===== config.mk =====
export PLATFORM = sky130hd
export DESIGN_NAME = rx_err_fifo
export DESIGN_NICKNAME = d
export VERILOG_FILES = /design/src/rtl/rxf_pkg.sv /design/src/rtl/rxf_store.sv /design/src/rtl/rxf_errcnt.sv /design/src/rtl/rx_err_fifo.sv
export SDC_FILE = /design/constraint.sdc
export NUM_CORES = 1
export LEC_CHECK = 0
export BUFFER_PORTS_ARGS = -buffer_cell sky130_fd_sc_hd__clkbuf_2
export CORE_UTILIZATION = 63
export CTS_CLUSTER_SIZE = 24
export DETAILED_ROUTE_END_ITERATION = 10
export PLACE_DENSITY = 0.79
export SLEW_MARGIN = 20
export SYNTH_ARGS = -nofsm -noshare
export SYNTH_HDL_FRONTEND = slang
export SYNTH_SLANG_ARGS = --single-unit
export TNS_END_PERCENT = 100

===== constraint.sdc =====
create_clock -name clk -period 4.6 [get_ports clk]
set_clock_uncertainty 0.05 [all_clocks]
set_input_delay 0.46 -clock clk [delete_from_list [all_inputs] [get_ports clk]]
set_output_delay 0.46 -clock clk [all_outputs]
set_load 0.02 [all_outputs]

===== src/rtl/rxf_pkg.sv =====
package rxf_pkg;

    typedef struct packed {
        logic brk;
        logic frm;
        logic par;
    } rxf_tag_t;

    function automatic logic tag_any(input rxf_tag_t t);
        return t.brk | t.frm | t.par;
    endfunction

endpackage


===== src/rtl/rxf_store.sv =====
module rxf_store
    import rxf_pkg::*;
#(
    parameter int DATA_W = 8,
    parameter int DEPTH  = 64
) (
    input  logic              clk,
    input  logic              rst_n,
    input  logic              push,
    input  logic              pop,
    input  logic [DATA_W-1:0] wdata,
    input  rxf_tag_t          wtag,
    output logic [DATA_W-1:0] hdata,
    output rxf_tag_t          htag,
    output logic [$clog2(DEPTH+1)-1:0] level,
    output logic              full,
    output logic              empty
);
    localparam int AW = (DEPTH > 1) ? $clog2(DEPTH) : 1;
    localparam int LW = $clog2(DEPTH+1);

    typedef struct packed {
        logic [AW-1:0] rd;
        logic [AW-1:0] wr;
        logic [LW-1:0] lvl;
    } ptr_t;

    ptr_t s_d, s_q;
    logic [DATA_W-1:0] dmem [DEPTH];
    rxf_tag_t          tmem [DEPTH];

    function automatic logic [AW-1:0] bump(input logic [AW-1:0] p);
        return (p == AW'(DEPTH-1)) ? '0 : p + 1'b1;
    endfunction

    always_comb begin
        s_d = s_q;
        if (push) s_d.wr = bump(s_q.wr);
        if (pop)  s_d.rd = bump(s_q.rd);
        case ({push, pop})
            2'b10:   s_d.lvl = s_q.lvl + 1'b1;
            2'b01:   s_d.lvl = s_q.lvl - 1'b1;
            default: s_d.lvl = s_q.lvl;
        endcase
    end

    always_ff @(posedge clk or negedge rst_n) begin
        if (!rst_n) s_q <= '0;
        else        s_q <= s_d;
    end

    always_ff @(posedge clk) begin
        if (push) begin
            dmem[s_q.wr] <= wdata;
            tmem[s_q.wr] <= wtag;
        end
    end

    assign empty = (s_q.lvl == '0);
    assign full  = (s_q.lvl == LW'(DEPTH));
    assign level = s_q.lvl;
    assign hdata = empty ? '0 : dmem[s_q.rd];
    assign htag  = empty ? '0 : tmem[s_q.rd];

    // occupancy never exceeds capacity
    a_r10_no_overflow: assert property (@(posedge clk) disable iff (!rst_n)
        s_q.lvl <= LW'(DEPTH));
    // no pop request reaches an empty store
    a_r4_no_underflow: assert property (@(posedge clk) disable iff (!rst_n)
        pop |-> !empty);
    // without push or pop the occupancy holds
    a_r3_level_hold: assert property (@(posedge clk) disable iff (!rst_n)
        (!push && !pop) |=> $stable(s_q.lvl));
endmodule


===== src/rtl/rxf_errcnt.sv =====
module rxf_errcnt #(
    parameter int DEPTH = 64
) (
    input  logic                       clk,
    input  logic                       rst_n,
    input  logic                       inc,
    input  logic                       dec,
    output logic [$clog2(DEPTH+1)-1:0] cnt,
    output logic                       any
);
    localparam int LW = $clog2(DEPTH+1);

    typedef struct packed {
        logic [LW-1:0] n;
    } cnt_t;

    cnt_t c_d, c_q;

    always_comb begin
        c_d = c_q;
        case ({inc, dec})
            2'b10:   c_d.n = c_q.n + 1'b1;
            2'b01:   c_d.n = c_q.n - 1'b1;
            default: c_d.n = c_q.n;
        endcase
    end

    always_ff @(posedge clk or negedge rst_n) begin
        if (!rst_n) c_q <= '0;
        else        c_q <= c_d;
    end

    assign cnt = c_q.n;
    assign any = (c_q.n != '0);

    // a tagged pop only happens while tagged entries are counted
    a_r5_no_underflow: assert property (@(posedge clk) disable iff (!rst_n)
        dec |-> (c_q.n != '0));
endmodule


===== src/rtl/rx_err_fifo.sv =====
module rx_err_fifo
    import rxf_pkg::*;
#(
    parameter int DATA_W = 8,
    parameter int DEPTH  = 64
) (
    input  logic              clk,
    input  logic              rst_n,
    input  logic              wr_en,
    input  logic [DATA_W-1:0] wr_data,
    input  logic              wr_brk,
    input  logic              wr_frm,
    input  logic              wr_par,
    input  logic              stat_rd,
    input  logic              data_rd,
    output logic [DATA_W-1:0] rd_data,
    output logic              head_brk,
    output logic              head_frm,
    output logic              head_par,
    output logic              fifo_err,
    output logic              data_rdy,
    output logic              overrun
);
    localparam int LW = $clog2(DEPTH+1);

    typedef struct packed {
        logic ovr;
    } flag_t;

    flag_t f_d, f_q;
    logic push, pop, full, empty;
    logic [LW-1:0] level, err_cnt;
    rxf_tag_t wtag, htag;
    logic [DATA_W-1:0] wdata;

    assign wtag  = '{brk: wr_brk, frm: wr_frm, par: wr_par};
    assign wdata = wr_brk ? '0 : wr_data;
    assign pop   = data_rd && !empty;
    assign push  = wr_en && (!full || pop);

    rxf_store #(.DATA_W(DATA_W), .DEPTH(DEPTH)) u_store (
        .clk(clk), .rst_n(rst_n), .push(push), .pop(pop),
        .wdata(wdata), .wtag(wtag), .hdata(rd_data), .htag(htag),
        .level(level), .full(full), .empty(empty)
    );

    rxf_errcnt #(.DEPTH(DEPTH)) u_errcnt (
        .clk(clk), .rst_n(rst_n),
        .inc(push && tag_any(wtag)), .dec(pop && tag_any(htag)),
        .cnt(err_cnt), .any(fifo_err)
    );

    always_comb begin
        f_d = f_q;
        if (stat_rd) f_d.ovr = 1'b0;
        if (wr_en && !push) f_d.ovr = 1'b1;
    end

    always_ff @(posedge clk or negedge rst_n) begin
        if (!rst_n) f_q <= '0;
        else        f_q <= f_d;
    end

    assign overrun  = f_q.ovr;
    assign data_rdy = !empty;
    assign head_brk = htag.brk;
    assign head_frm = htag.frm;
    assign head_par = htag.par;

    // tagged-entry count can never exceed the number of entries
    a_r5_err_within_level: assert property (@(posedge clk) disable iff (!rst_n)
        err_cnt <= level);
    // a dropped write leaves overrun raised
    a_r8_overrun_set: assert property (@(posedge clk) disable iff (!rst_n)
        (wr_en && full && !data_rd) |=> overrun);
    // an empty FIFO shows clean head tags
    a_r9_empty_clean: assert property (@(posedge clk) disable iff (!rst_n)
        !data_rdy |-> !(head_brk || head_frm || head_par));
    // popping the only entry with no write empties the FIFO
    a_r6_last_pop: assert property (@(posedge clk) disable iff (!rst_n)
        (data_rd && level == LW'(1) && !wr_en) |=> !data_rdy);
endmodule


==> metrics.md, run 1 <==
| Metric | Value |
|---|---|
| Initial DRC count | `2218` |
| Pin count of the biggest net entering global routing | `between 70 and 80` |
| Slew Viols, Final | `0` |
| Post-Syn Nets | `about 1400` |
| Startpoint types | `flip-flop` |
| Most frequent cells after synthesis | `edfxtp_1 (704), mux4_2 (210), nor2_1 (81)` |
| Critical Path RT | `4.09 ns` |
| Worst path bufs/invs | `3` |
| TritonCTS buffer count | `a little over 70` |
| Synth top area share | `73.44%` |
| DP Worst Slack | `roughly 0.21 ns` |
| Mapped Cells | `around 1300` |
| Status | `completed` |
| Number of antenna violations at the first check in global routing | `4` |
| Area Overhead vs Synth | `13.55%` |
| CP Data Arrival Time | `just under 4 ns` |
| Min Tclk post-route | `about 4.4 ns` |
| DRT Pass-1 Iters | `6` |
| GRT overflow | `0` |
| Cell taking the most area after synthesis | `edfxtp_1` |
| Vias | `approximately 15000` |
| Slowest cell on crit path | `mux4_2` |
| Rows | `77` |
| Family with the most delay on the worst path | `multiplexers` |
| GRT Resource Usage Total | `a little under a third` |
| Most common cell in the netlist | `edfxtp_1` |
| Vias per Instance | `a little under 7` |
| Final setup vio count | `0` |
| Max FO, Critical Path | `25` |
| RSZ-0062 raised after global routing | `false` |
| Die Area | `roughly 47000 um2` |
| Max cap viols | `0` |
| Fin crit share | `95.88%` |
| Max Clk Rate | `between 200 and 250 MHz` |
| Final Hold Viols | `0` |
| Post-synth EDFFs | `slightly above 700` |
| Setup ws final | `roughly 0.19 ns` |
| Crit-path cells | `buf_12, buf_4, mux4_2, mux4_2, mux4_2, nor2b_1, clkbuf_2` |
| First-pass GRT wire length | `~100000 um` |
| Synthesized flop and latch total | `around 730` |
| Max H-tree Level | `3` |
| Slowest stage delay, CP | `~0.63 ns` |
| Seq/Total Area, Yosys | `75.79%` |
| Die W | `roughly 220 um` |
| Clk slew on worst S/H paths | `roughly 0.070 ns` |
| Worst slew pin tran | `about 1.1 ns` |
| DP HPWL | `between 30000 and 40000 um` |
| Die span in y | `roughly 220 um` |
| Vias in the first global route | `14723` |
| Initial cell density of the core | `around 65%` |
| Std-Cell Core Area | `around 45000 um2` |
| TNS Setup | `0 ns` |
| Buffers on Ports | `29` |
| Setup crit end kind | `primary output` |
| Async SR Flop Fraction | `3.694%` |
| Gpl congestion | `between 0.8 and 0.9` |
| DRC viols | `0` |
| CP Class | `reg -> out` |
| Critical Path Most Common Cell | `mux4_2` |
| Util after Layout | `roughly three quarters` |
| Clk buf depth | `3` |
| Fraction of layout cells with a size suffix above 1 | `around a third` |
| Top cells by area, synth | `edfxtp_1 (73%), mux4_2 (16%), dfrtp_1 (2.3%)` |
| Drt wl/cell | `32.06 um` |
| TritonCTS clock tree | `yes` |
| Avg Cell Area, Syn | `approximately 22 um2` |
| Skew-Pair Late Insertion Delay | `~0.61 ns` |
| Post-Syn Area | `between 20000 and 30000 um2` |
| CTS Sinks | `roughly 730` |
| Final wirelength | `approximately 68000 um` |
| Post-detailed-route count of antenna-violating nets | `0` |
| Root buf cell | `clkbuf_16` |
| Worst hold path class | `in -> reg` |
| PwrDens | `~600 nW/um2` |
| Final hold slack | `0.1483 ns` |
| Ports | `30` |
| Cell leakage power | `between 10 and 15 nW` |
| Slew margin rel. | `27.59%` |
| Worst VDD drop | `0.5631 mV` |
| Final #Nets | `about 1500` |
| Main flop type after synthesis | `edfxtp_1` |
| Ys Warns | `0` |
| Synth unique cells | `48` |
-- kinds of logic (layout without fill, tap and decap cells) --
group / count (synthesis) / after routing / share of synthesized area, %
xor+xnor: 16 / 16 / 0.4868
compound gates: 84 / 84 / 1.869
other cells: 0 / 2 / 0
buf+inv: 86 / 275 / 1.291
mux: 221 / 221 / 16.83
flops: 731 / 731 / 75.79
fa+ha+maj: 16 / 16 / 0.7476
simple gates: 182 / 182 / 2.995
-- state kept, by name, indices dropped and copies added, names as in the netlist --
| register | cells |
|---|---|
| u_store.dmem | 512 |
| u_store.tmem | 192 |
| u_store.s_q | 12 |
| u_errcnt.cnt | 7 |
| u_store.level | 7 |
| overrun | 1 |
-- per-stage QoR --
stage,power [mW],cell area [um2],cells
after floorplan,11.61,28790,1336
after global placement,13.31,30140,1975
after detailed placement,13.44,30160,1975
after CTS,19.41,32550,2105
after global routing,20.06,32680,2117
final,19.51,32690,2119
-- where the power goes --
part / internal (mW) / switching [mW]
logic: 2.50 / 3.06
registers: 7.63 / 0.366
clock network: 3.50 / 2.45
total: 13.6 / 5.89
-- worst paths after layout --
kind / start / end / slack (ns) / cells past startpoint
worst max-delay path: u_store.s_q[13] / rd_data[3] / 0.19 / 7
min in group asynchronous: rst_n / overrun / 0.47 / 2
worst min-delay path: wr_en / overrun / 0.15 / 3
worst min register to register: u_store.level[6] / u_store.level[6] / 0.45 / 1
worst max register to register: u_store.s_q[13] / u_errcnt.cnt[6] / 0.25 / 16
max in group asynchronous: rst_n / u_store.s_q[15] / 3.36 / 2
-- per-layer routing --
metal  track usage [%]  vias to the layer above  share of wire [%]
met5                 0                        -              0.019
met4             9.645                        2                3.5
met3             8.118                      173                 10
met2             48.81                      926                 50
met1             40.35                     7628                 36
li1                  -                     5816                  -
-- worst reg2reg max path, stage by stage, from the launching register on --
cell and delay (ns):
dfrtp_4 0.55, buf_4 0.20, mux4_2 0.49, a22oi_1 0.21, a21oi_1 0.12, a211oi_1 0.50, a21o_1 0.18, a31oi_1 0.12
ha_2 0.27, fa_1 0.42, a21o_1 0.20, a21oi_1 0.23, o21bai_1 0.11, a21oi_1 0.18, xor2_1 0.16, nor2_1 0.07
xor2_1 0.16
-- layout by cell type, fill, tap and decap left out, drive strengths merged, types with 6 or more instances in the layout --
master,synthesis,layout
o21ai,22,22
a22oi,11,11
xor2,6,6
nand2,34,34
nor2,81,81
clkinv,0,23
a21oi,17,17
mux2i,8,8
mux4,210,210
clkbuf,37,117
nor2b,29,29
buf,36,104
xnor2,10,10
a211oi,10,10
dfrtp,27,27
nand3b,7,7
edfxtp,704,704
bufinv,0,9
inv,13,16
ha,14,14
nand3,8,8
-- area by class of cell --
class | instances | area, um2
flip-flops and latches | 731 | 21830
fillers | 2355 | 11920
multi-input cells | 519 | 6694
clock buffers | 89 | 1939
repair buffers | 134 | 999.7
well taps | 592 | 740.7
clock inverters | 39 | 431.7
inverters | 13 | 48.80
diodes | 2 | 5.005
-- repair_timing --
| item | CTS | global route |
|---|---|---|
| gates cloned | 0 | 0 |
| endpoints found under the hold margin | 28 | 0 |
| hold buffers | 2 | 0 |
| resized for setup | 1 | 1 |
| buffers inserted | 0 | 12 |
| setup endpoints to repair | 6 | 7 |
No activity file was read; power rests on OpenSTA's default activity.
==> run 2, diff against run 1 <==
- REMOVE_ABC_BUFFERS: unset -> 1
==> run 2 against run 1 <==
Final cell count is 0.90% lower. Core utilization decreased by 0.61 points. Routed wire length is 3.6% lower. First-iteration DRC count increased by 5.6%. Die area did not move. Clock power is 7.2% lower. Total power down 2.4%. Count of clock-buffer cells in the layout increased by 5. Critical path type is now reg -> reg. Critical endpoint is now u_errcnt.cnt[6]. Largest power group unchanged.
==> metrics.md, run 2 (synthesis gave the netlist of run 1 again) <==
| Metric | Value |
|---|---|
| Slew margin rel. | `a little under a quarter` |
| Ports | `30` |
| CTS Sinks | `about 730` |
| Vias | `14364` |
| Vias per Instance | `between 6 and 7` |
| Slew Viols, Final | `0` |
| Buffers on Ports | `29` |
| GRT Resource Usage Total | `between 20 and 30%` |
| Skew-Pair Late Insertion Delay | `around 0.59 ns` |
| Max FFs per register | `512` |
| Reg2Reg Depth | `16` |
| DP HPWL | `38040 um` |
| First-pass GRT wire length | `95860 um` |
| Max H-tree Level | `3` |
| Clk slew on worst S/H paths | `approximately 0.060 ns` |
| Std-Cell Core Area | `~45000 um2` |
| CP Class | `reg -> reg` |
| Cell Area, Placed | `about 30000 um2` |
| Min Tclk post-route | `between 4 and 5 ns` |
| Initial DRC count | `~2300` |
| Final Hold Viols | `0` |
| RSZ-0062 raised after global routing | `false` |
| Max cap viols | `0` |
| DRT Pass-1 Iters | `6` |
| Gpl congestion | `around 0.89` |
| Worst VDD drop | `0.5194 mV` |
| Reg2reg end | `u_errcnt.cnt[6]` |
| Gr busiest metal | `met2` |
| Cell leakage power | `roughly 10 nW` |
| Root buf cell | `clkbuf_16` |
| Area Overhead vs Synth | `12.60%` |
| Met1 Resource Use GR | `~42%` |
| Final #Nets | `around 1500` |
| Commonest non-fill, non-tap cells in the layout | `edfxtp_1 (704), mux4_2 (210), buf_4 (84)` |
| PwrDens | `587.4 nW/um2` |
| Post-layout instance area | `between 30000 and 40000 um2` |
| Post-detailed-route count of antenna-violating nets | `0` |
| GR Layer Usage met2 | `a little under half` |
| CP Data Arrival Time | `about 4.8 ns` |
| TritonCTS clock tree | `yes` |
| Vias in the first global route | `between 10000 and 15000` |
| Status | `completed` |
| Rows | `77` |
| Top reg by flops | `u_store.dmem` |
| Final setup vio count | `0` |
| Initial cell density of the core | `between 60% and 70%` |
| DRC viols | `0` |
| Routing usage on met3 | `under 10%` |
| Pin count of the biggest net entering global routing | `65` |
| Hold Path Depth | `2` |
| Die span in y | `~220 um` |
| GRT overflow | `0` |
| Crit path from | `u_store.s_q[13]` |
| Die W | `between 200 and 250 um` |
| Drt wl/cell | `~31 um` |
| HP Start | `stat_rd` |
| Worst r2r src | `u_store.s_q[13]` |
| TritonCTS buffer count | `71` |
| R2r setup slk | `approximately 0.25 ns` |
| Critical Path RT | `around 5 ns` |
| Commonest non-fill, non-tap cell in the layout | `edfxtp_1` |
| Max FO, Critical Path | `14` |
| Fin crit share | `about 95%` |
| Number of antenna violations at the first check in global routing | `4` |
| Worst slew pin tran | `1.151 ns` |
| Hold Path Sink | `overrun` |
| Startpoint types | `flip-flop` |
| Largest registers | `u_store.dmem (512), u_store.tmem (192), u_store.s_q (12)` |
| Setup crit end kind | `flip-flop` |
| Worst hold path class | `in -> reg` |
| Die Area | `about 47000 um2` |
| Max Clk Rate | `between 200 and 250 MHz` |
| Final wirelength | `~65000 um` |
| Fraction of layout cells with a size suffix above 1 | `between 20 and 30%` |
| Clk buf depth | `3` |
| Util after Layout | `between 70% and 80%` |
==> run 2: cell types whose count changed in the layout (fill, tap and decap cells not counted), moves of 3 or more <==
| cell | delta |
|---|---|
| clkbuf_1 | +5 |
| buf_4 | -13 |
| bufinv_16 | -6 |
| clkinv_2 | -3 |
| clkinv_1 | +3 |
| clkinvlp_4 | -3 |
==> run 2: metal layers <==
metal | vias up | part of all wire, %
li1 | 5788 | -
met1 | 7462 | 38
met2 | 994 | 49
met3 | 112 | 11
met4 | 8 | 2.5
met5 | - | 0.069
==> run 2: layout make-up <==
class	count	area, um2
Fill cell	2397	12190
Timing Repair Buffer	120	918.4
Antenna cell	1	2.502
Inverter	13	48.80
Clock inverter	30	225.2
Tap cell	592	740.7
Sequential cell	731	21830
Multi-Input combinational cell	519	6691
Clock buffer	94	1958
==> run 2: worst max path at each step <==
stage	slack, ns	end	cells past startpoint
after floorplan	-5.21	u_errcnt.cnt[6]	16
after global placement	0.44	u_errcnt.cnt[6]	17
after global routing	0.02	u_errcnt.cnt[6]	16
after detailed placement	0.35	u_errcnt.cnt[6]	16
final	0.25	u_errcnt.cnt[6]	16
after CTS	0.09	rd_data[4]	7
==> run 2: what timing repair did <==
action / in CTS / in global routing
buffers inserted: 0 / 3
gates cloned: 0 / 1
hold buffers: 1 / 0
resized for setup: 0 / 1
setup endpoints to repair: 3 / 4
hold endpoints to repair: 27 / 0
==> run 2: per-stage QoR <==
stage / hold WS (ns) / TNS [ns] / worst slack, ns / instances / power, mW
after floorplan: 0.1144 / -96.13 / -5.206 / 1263 / 12.11
after global routing: 0.02725 / 0 / 0.02189 / 2099 / 19.63
after global placement: 0.4193 / 0 / 0.4398 / 1971 / 13.31
after detailed placement: 0.4375 / 0 / 0.3496 / 1971 / 13.44
after CTS: 0.005169 / 0 / 0.08644 / 2095 / 18.98
final: 0.01924 / 0 / 0.2483 / 2100 / 19.04
==> run 2: critical path, cell delays in order (launching register included) <==
cell	delay, ns
dfrtp_4	0.58
buf_4	0.23
mux4_2	0.53
a22oi_1	0.35
nand2_1	0.16
a21oi_1	0.21
a21o_1	0.18
a31oi_1	0.14
ha_1	0.27
fa_1	0.42
a21o_1	0.19
a21oi_1	0.22
o21bai_1	0.09
a21oi_1	0.21
xor2_1	0.16
nor2_1	0.08
xor2_1	0.15
==> run 2: power by group <==
group	internal, mW	total (mW)	switching, mW
sequential	7.63	8.01	0.383
clock	3.16	5.53	2.36
combinational	2.47	5.50	3.03
total	13.3	19.0	5.78
